File: src/rtl/crcg_pkg.sv
package crcg_pkg;
  localparam int BYTE_W = 8;
  localparam int DEV_W  = 7;

  typedef enum logic [1:0] {
    WS_REG  = 2'd0,
    WS_DATA = 2'd1,
    WS_CRC  = 2'd2,
    WS_DONE = 2'd3
  } wstate_e;

  typedef enum logic [1:0] {
    RS_DATA = 2'd0,
    RS_CRC  = 2'd1,
    RS_PAD  = 2'd2
  } rstate_e;
endpackage

File: src/rtl/crcg_crc8_step.sv
module crcg_crc8_step
  import crcg_pkg::*;
#(
  parameter logic [BYTE_W-1:0] POLY = 8'h1D
) (
  input  logic [BYTE_W-1:0] crc_in,
  input  logic [BYTE_W-1:0] data_in,
  output logic [BYTE_W-1:0] crc_out
);
  // One full byte per evaluation: XOR in, then BYTE_W conditional shifts.
  logic [BYTE_W-1:0] stage [BYTE_W+1];

  assign stage[0] = crc_in ^ data_in;

  for (genvar g = 0; g < BYTE_W; g++) begin : g_shift
    assign stage[g+1] = stage[g][BYTE_W-1] ? ({stage[g][BYTE_W-2:0], 1'b0} ^ POLY)
                                           : {stage[g][BYTE_W-2:0], 1'b0};
  end

  assign crc_out = stage[BYTE_W];
endmodule

File: src/rtl/crcg_wr_path.sv
module crcg_wr_path
  import crcg_pkg::*;
#(
  parameter logic [BYTE_W-1:0] REG_MAX  = 8'h82,
  parameter logic [BYTE_W-1:0] CRC_POLY = 8'h1D,
  parameter logic [BYTE_W-1:0] CRC_INIT = 8'hFF
) (
  input  logic              clk,
  input  logic              rst_n,
  input  logic              crc_mode,
  input  logic [DEV_W-1:0]  dev_addr,
  input  logic              sof,
  input  logic              sof_rnw,
  input  logic              eof,
  input  logic              rx_vld,
  input  logic [BYTE_W-1:0] rx_byte,
  input  logic              err_clr,
  output logic [BYTE_W-1:0] ptr,
  output logic              wr_en,
  output logic [BYTE_W-1:0] wr_addr,
  output logic [BYTE_W-1:0] wr_data,
  output logic              crc_err
);
  logic              act_q,  act_d;
  wstate_e           st_q,   st_d;
  logic [BYTE_W-1:0] reg_q,  reg_d;
  logic [BYTE_W-1:0] dat_q,  dat_d;
  logic [BYTE_W-1:0] crc_q,  crc_d;
  logic [BYTE_W-1:0] ptr_q,  ptr_d;
  logic              we_q,   we_d;
  logic [BYTE_W-1:0] wa_q,   wa_d;
  logic [BYTE_W-1:0] wd_q,   wd_d;
  logic              err_q,  err_d;
  logic              err_set;
  logic [BYTE_W-1:0] hdr_crc, run_crc;
  logic              in_range;

  crcg_crc8_step #(.POLY(CRC_POLY)) u_hdr (
    .crc_in (CRC_INIT),
    .data_in({dev_addr, 1'b0}),
    .crc_out(hdr_crc)
  );

  crcg_crc8_step #(.POLY(CRC_POLY)) u_run (
    .crc_in (crc_q),
    .data_in(rx_byte),
    .crc_out(run_crc)
  );

  assign in_range = (reg_q <= REG_MAX);

  always_comb begin
    act_d   = act_q;
    st_d    = st_q;
    reg_d   = reg_q;
    dat_d   = dat_q;
    crc_d   = crc_q;
    ptr_d   = ptr_q;
    we_d    = 1'b0;
    wa_d    = wa_q;
    wd_d    = wd_q;
    err_set = 1'b0;
    if (sof) begin
      act_d = !sof_rnw;
      st_d  = WS_REG;
      crc_d = hdr_crc;
    end else if (eof) begin
      act_d = 1'b0;
    end else if (rx_vld && act_q) begin
      unique case (st_q)
        WS_REG: begin
          reg_d = rx_byte;
          ptr_d = rx_byte;
          crc_d = run_crc;
          st_d  = WS_DATA;
        end
        WS_DATA: begin
          dat_d = rx_byte;
          crc_d = run_crc;
          if (crc_mode) begin
            st_d = WS_CRC;
          end else begin
            st_d = WS_DONE;
            if (in_range) begin
              we_d = 1'b1;
              wa_d = reg_q;
              wd_d = rx_byte;
            end
          end
        end
        WS_CRC: begin
          st_d = WS_DONE;
          if (rx_byte == crc_q) begin
            if (in_range) begin
              we_d = 1'b1;
              wa_d = reg_q;
              wd_d = dat_q;
            end
          end else begin
            err_set = 1'b1;
          end
        end
        default: ;
      endcase
    end
    err_d = err_set | (err_q & ~err_clr);
  end

  always_ff @(posedge clk or negedge rst_n) begin
    if (!rst_n) begin
      act_q <= 1'b0;
      st_q  <= WS_DONE;
      reg_q <= '0;
      dat_q <= '0;
      crc_q <= '0;
      ptr_q <= '0;
      we_q  <= 1'b0;
      wa_q  <= '0;
      wd_q  <= '0;
      err_q <= 1'b0;
    end else begin
      act_q <= act_d;
      st_q  <= st_d;
      reg_q <= reg_d;
      dat_q <= dat_d;
      crc_q <= crc_d;
      ptr_q <= ptr_d;
      we_q  <= we_d;
      wa_q  <= wa_d;
      wd_q  <= wd_d;
      err_q <= err_d;
    end
  end

  assign ptr     = ptr_q;
  assign wr_en   = we_q;
  assign wr_addr = wa_q;
  assign wr_data = wd_q;
  assign crc_err = err_q;
endmodule

File: src/rtl/crcg_rd_path.sv
module crcg_rd_path
  import crcg_pkg::*;
#(
  parameter logic [BYTE_W-1:0] REG_MAX  = 8'h82,
  parameter logic [BYTE_W-1:0] CRC_POLY = 8'h1D,
  parameter logic [BYTE_W-1:0] CRC_INIT = 8'hFF,
  parameter logic [BYTE_W-1:0] PAD_BYTE = 8'hFF
) (
  input  logic              clk,
  input  logic              rst_n,
  input  logic              crc_mode,
  input  logic [DEV_W-1:0]  dev_addr,
  input  logic              sof,
  input  logic              sof_rnw,
  input  logic              eof,
  input  logic              tx_rdy,
  input  logic [BYTE_W-1:0] ptr,
  input  logic [BYTE_W-1:0] rd_data,
  output logic              tx_vld,
  output logic [BYTE_W-1:0] tx_byte
);
  logic              act_q,  act_d;
  rstate_e           st_q,   st_d;
  logic [BYTE_W-1:0] crc_q,  crc_d;
  logic              txv_q,  txv_d;
  logic [BYTE_W-1:0] txb_q,  txb_d;
  logic [BYTE_W-1:0] hdr0_crc, hdr1_crc, dat_crc;
  logic [BYTE_W-1:0] data_out;

  assign data_out = (ptr <= REG_MAX) ? rd_data : '0;

  // Device/direction byte and pointer byte are folded in when the frame opens.
  crcg_crc8_step #(.POLY(CRC_POLY)) u_hdr0 (
    .crc_in (CRC_INIT),
    .data_in({dev_addr, 1'b1}),
    .crc_out(hdr0_crc)
  );

  crcg_crc8_step #(.POLY(CRC_POLY)) u_hdr1 (
    .crc_in (hdr0_crc),
    .data_in(ptr),
    .crc_out(hdr1_crc)
  );

  crcg_crc8_step #(.POLY(CRC_POLY)) u_dat (
    .crc_in (crc_q),
    .data_in(data_out),
    .crc_out(dat_crc)
  );

  always_comb begin
    act_d = act_q;
    st_d  = st_q;
    crc_d = crc_q;
    txv_d = 1'b0;
    txb_d = txb_q;
    if (sof) begin
      act_d = sof_rnw;
      st_d  = RS_DATA;
      crc_d = hdr1_crc;
    end else if (eof) begin
      act_d = 1'b0;
    end else if (tx_rdy && act_q) begin
      txv_d = 1'b1;
      unique case (st_q)
        RS_DATA: begin
          txb_d = data_out;
          crc_d = dat_crc;
          st_d  = crc_mode ? RS_CRC : RS_PAD;
        end
        RS_CRC: begin
          txb_d = crc_q;
          st_d  = RS_PAD;
        end
        default: txb_d = PAD_BYTE;
      endcase
    end
  end

  always_ff @(posedge clk or negedge rst_n) begin
    if (!rst_n) begin
      act_q <= 1'b0;
      st_q  <= RS_PAD;
      crc_q <= '0;
      txv_q <= 1'b0;
      txb_q <= '0;
    end else begin
      act_q <= act_d;
      st_q  <= st_d;
      crc_q <= crc_d;
      txv_q <= txv_d;
      txb_q <= txb_d;
    end
  end

  assign tx_vld  = txv_q;
  assign tx_byte = txb_q;
endmodule

File: src/rtl/crcg_guard.sv
module crcg_guard
  import crcg_pkg::*;
#(
  parameter logic [7:0] REG_MAX  = 8'h82,
  parameter logic [7:0] CRC_POLY = 8'h1D,
  parameter logic [7:0] CRC_INIT = 8'hFF,
  parameter logic [7:0] PAD_BYTE = 8'hFF
) (
  input  logic       clk,
  input  logic       rst_n,
  input  logic       crc_mode,
  input  logic [6:0] dev_addr,
  input  logic       sof,
  input  logic       sof_rnw,
  input  logic       eof,
  input  logic       rx_vld,
  input  logic [7:0] rx_byte,
  input  logic       tx_rdy,
  output logic       tx_vld,
  output logic [7:0] tx_byte,
  output logic [7:0] rd_addr,
  input  logic [7:0] rd_data,
  output logic       wr_en,
  output logic [7:0] wr_addr,
  output logic [7:0] wr_data,
  input  logic       err_clr,
  output logic       crc_err
);
  logic [BYTE_W-1:0] ptr;

  crcg_wr_path #(
    .REG_MAX (REG_MAX),
    .CRC_POLY(CRC_POLY),
    .CRC_INIT(CRC_INIT)
  ) u_wr (
    .clk     (clk),
    .rst_n   (rst_n),
    .crc_mode(crc_mode),
    .dev_addr(dev_addr),
    .sof     (sof),
    .sof_rnw (sof_rnw),
    .eof     (eof),
    .rx_vld  (rx_vld),
    .rx_byte (rx_byte),
    .err_clr (err_clr),
    .ptr     (ptr),
    .wr_en   (wr_en),
    .wr_addr (wr_addr),
    .wr_data (wr_data),
    .crc_err (crc_err)
  );

  crcg_rd_path #(
    .REG_MAX (REG_MAX),
    .CRC_POLY(CRC_POLY),
    .CRC_INIT(CRC_INIT),
    .PAD_BYTE(PAD_BYTE)
  ) u_rd (
    .clk     (clk),
    .rst_n   (rst_n),
    .crc_mode(crc_mode),
    .dev_addr(dev_addr),
    .sof     (sof),
    .sof_rnw (sof_rnw),
    .eof     (eof),
    .tx_rdy  (tx_rdy),
    .ptr     (ptr),
    .rd_data (rd_data),
    .tx_vld  (tx_vld),
    .tx_byte (tx_byte)
  );

  assign rd_addr = ptr;
endmodule

File: config.mk
export PLATFORM = sky130hd
export DESIGN_NAME = crcg_guard
export DESIGN_NICKNAME = d
export VERILOG_FILES = /design/src/rtl/crcg_pkg.sv /design/src/rtl/crcg_crc8_step.sv /design/src/rtl/crcg_wr_path.sv /design/src/rtl/crcg_rd_path.sv /design/src/rtl/crcg_guard.sv
export SDC_FILE = /design/constraint.sdc
export NUM_CORES = 1
export LEC_CHECK = 0
export BUFFER_PORTS_ARGS = -buffer_cell sky130_fd_sc_hd__buf_2
export CAP_MARGIN = 10
export CORE_ASPECT_RATIO = 1.5
export CORE_MARGIN = 3
export CORE_UTILIZATION = 62
export DETAILED_ROUTE_END_ITERATION = 6
export MAX_ROUTING_LAYER = met4
export PLACE_DENSITY = 0.95
export SLEW_MARGIN = 20
export SYNTH_ARGS = -nofsm -noshare
export SYNTH_HDL_FRONTEND = slang
export SYNTH_SLANG_ARGS = --single-unit
File: constraint.sdc
create_clock -name clk -period 3.1 [get_ports clk]
set_clock_uncertainty 0.1 [all_clocks]
set_input_delay 0.155 -clock clk [delete_from_list [all_inputs] [get_ports clk]]
set_output_delay 0.155 -clock clk [all_outputs]
set_load 0.02 [all_outputs]
==> out/metrics.csv <==
stage,metric,value,unit
sta,finalCritPeriodShare,78.1,%
status,run_status,"finished, final reports clean",
power_and_ir_drop,power_per_cell_area,815,nW/um^2
finish,fin_nets,490,
sta,hold_violations,0,
sta,setup_viol,0,
finish,diodes,0,
synth,yosysSeqAreaShare,38.7,%
worst_setup_path,worst-endpoint-arrival,2.55,ns
worst_setup_path,crit_fanout,15,
worst_setup_path,crit_path_start_kind,flop,
hold_path,hp-class,in2reg,
synth,syn_inst,396,
synth,ys_ff_latch,65,
placement,hpwl,7570,um
synth,yosysWarningCount,0,
clocking,clock_sinks,65,
placement,gp_congestion,0.956,
power_and_ir_drop,p_clk_share,20.9,%
clocking,root_buffer,clkbuf_8,
clocking,post-cts-setup-buffer-count,0,
grt,grt_max_degree,48,
grt,grt_pass1_vias,3546,
placement,dpl_cell_area,4540,sq um
detailed_routing,avgRoutedWirePerCell,19.0,um
worst_setup_path,cp_slowest_stage_delay,0.54,ns
sta,rsz0062_at_grt,no,
sta,tightestPinTransition,0.890,ns
synth,synth.avg_cell_area,10.6,sq um
detailed_routing,drt-total-wl,10200,um
grt,antenna_found_initial,0,
sta,maxSlewViolCount,0,
worst_setup_path,crit_slowest_cell,dfstp_2,
worst_setup_path,endpoint_kind,flop,
floorplan,initial_utilization,64.5,%
detailed_routing,via_per_inst,5.98,
power_and_ir_drop,p_int,2.40,mW
clocking,cts_buffer_depth,2,
synth,synth.most_common_cell,xnor2_1,
sta,fin_setup_tns,0,ns
worst_setup_path,cp.required,3.23,ns
synth,ys_top_cells_by_count,"xnor2_1 (72), dfrtp_1 (62), mux2_1 (29), nor2_1 (29), a21oi_1 (23)",
synth,synthTopCellsByArea,"dfrtp_1 (37%), xnor2_1 (15%), mux2_1 (7.8%), xor2_1 (4.2%), mux2_4 (3.6%)",
clocking,postCtsHoldBufs,4,
detailed_routing,ant_nets,0,
sta,max_freq,0.413,GHz
power_and_ir_drop,p_sw_share,38.7,%
worst_setup_path,worstSetupPathType,reg2reg,
worst_setup_path,cp_cell_sequence,"inv_1, ha_1, o2111ai_1, nand2b_4, mux2_1",
synth,synth_edf_count,0,
power_and_ir_drop,combinationalPowerShare,47.0,%
finish,fin_area,4810,sq um
synth,synth_top_cell_by_area,dfrtp_1,
clocking,worstSkewPairLatency,0.35,ns
detailed_routing,drt_iter0_markers,208,
floorplan,rows,36,
sta,period_minus_slack,2.42,ns
power_and_ir_drop,peakVddDrop,0.518,mV
power_and_ir_drop,seqPwrFrac,32.2,%
detailed_routing,drc,0,
synth,synth_top_area_share,36.8,%
synth,mappedNetlistNets,431,
synth,synthFlopType,dfrtp_1,
clocking,post_cts_resized,0,
clocking,cts_made_buffers,9,
finish,drive_gt1_share,25.0,%
power_and_ir_drop,switching_power,1.52,mW
floorplan,dieArea,7840,sq um
power_and_ir_drop,p_leak,2.22,nW
sta,slew_headroom,40.5,%
detailed_routing,vias,3203,
floorplan,die_y,107,um
job,drv_cap,0,
grt,grt_pass1_wl,17000,um
floorplan,num_io_pins,67,
grt,gr-usage-all-layers,29.4,%
synth,synth_cell_types,57,
floorplan,core,6530,sq um
synth,async_reset_ff_share,100,%
floorplan,dieWidth,73.3,um
finish,area_growth,14.2,%
synth,synth_area,4210,sq um
placement,io_buffers,66,
grt,gr-total-overflow,0,
clocking,tritoncts,built,
clocking,clk_pin_slew,0.07,ns
detailed_routing,first_pass_iters,4,
clocking,cts-htree-levels,3,
logic make-up (layout without fill, tap and decap cells):
group	Yosys count	count (layout)	share of synthesized area [%]
AOI/OAI and AO/OA	70	70	11.4
xor gates and xnor gates	104	104	24.4
adders and majority gates	3	3	0.891
buffers and inverters	30	94	3.09
DFF	65	65	38.7
muxes	42	42	12.0
and+or+nand+nor	82	82	9.44
critical path, delay by kind of cell, from the launching register on:
family,cells,cell delay (ns)
AND/OR/NAND/NOR,1,0.38
flip-flops,1,0.54
multiplexers,1,0.37
AO/OA/AOI/OAI,1,0.42
adder cells (fa/ha/maj),1,0.41
buffers and inverters,1,0.07
state kept, by name (all words and copies together) (netlist names):
register / count
u_rd.crc_q: 8
u_wr.act_q: 1
u_rd.tx_vld: 1
u_rd.act_q: 1
u_wr.reg_q: 8
u_wr.wr_data: 8
u_rd.tx_byte: 8
u_wr.wr_addr: 8
u_rd.st_q: 2
u_wr.wr_en: 1
u_wr.crc_err: 1
u_wr.crc_q: 8
u_wr.st_q: 2
u_wr.dat_q: 8
final timing paths:
kind                                      start         endpoint  slack (ns)  cells after the start
worst max register to register     u_wr.st_q[0]  u_wr.wr_data[4]        0.68                      5
worst min register to register  u_wr.wr_addr[6]  u_wr.wr_addr[6]        0.39                      1
worst max-delay path               u_wr.st_q[0]  u_wr.wr_data[4]        0.68                      5
worst min-delay path                 rx_byte[4]    u_wr.dat_q[4]       0.009                      2
min in group asynchronous                 rst_n    u_wr.crc_q[1]        0.18                      2
max in group asynchronous                 rst_n    u_wr.crc_q[7]        1.77                      3
cell type report:
class | instances | area (sq um)
Inverter | 7 | 26.3
Clock inverter | 5 | 77.6
Fill cell | 420 | 1720
Clock buffer | 11 | 151
Multi-Input combinational cell | 301 | 2450
Tap cell | 76 | 95.1
Sequential cell | 65 | 1630
Timing Repair Buffer | 71 | 378
cells in the final DEF (no fill, tap or decap), types with 6 or more instances in the layout:
master	Yosys	layout
xnor2_1	72	72
o21ai_1	9	9
clkbuf_8	0	11
nand2_1	22	22
nor2_1	29	29
mux2_1	29	29
nor3_1	6	6
a221oi_1	6	6
dfrtp_1	62	62
mux2_4	10	10
a21oi_1	23	23
xor2_1	20	20
xnor2_2	8	8
buf_2	2	66
o21ai_0	6	6
power by group through the flow:
| stage | Combinational (mW) | Sequential [mW] | Clock [mW] |
|---|---|---|---|
| floorplan | 1.42 | 1.25 | 0 |
| global placement | 1.75 | 1.25 | 0 |
| detailed placement | 1.81 | 1.27 | 0 |
| CTS | 1.84 | 1.25 | 0.827 |
| global route | 2.01 | 1.29 | 0.854 |
| finish | 1.84 | 1.26 | 0.818 |
stage by stage:
step	std cells	hold WS [ns]	utilization, %	setup WS, ns	total power [mW]
after floorplan	396	-0.241	-	0.954	2.67
after global placement	516	0.0118	69.5	0.841	3.00
after detailed placement	516	0.0121	69.5	0.721	3.08
after CTS	536	0.00195	73.7	0.698	3.92
after global routing	536	0.0284	73.7	0.563	4.16
final	536	0.00918	73.7	0.680	3.92
metal layers:
layer	wire length [um]	vias up	part of all wire, %	global-route usage (%)
li1	-	1485	-	-
met3	555	52	5.4	5.72
met5	0	-	0	-
met1	3720	1510	37	31.6
met2	5310	156	52	48.7
met4	594	0	5.8	18.4
Power figures use the tool's default switching activity.
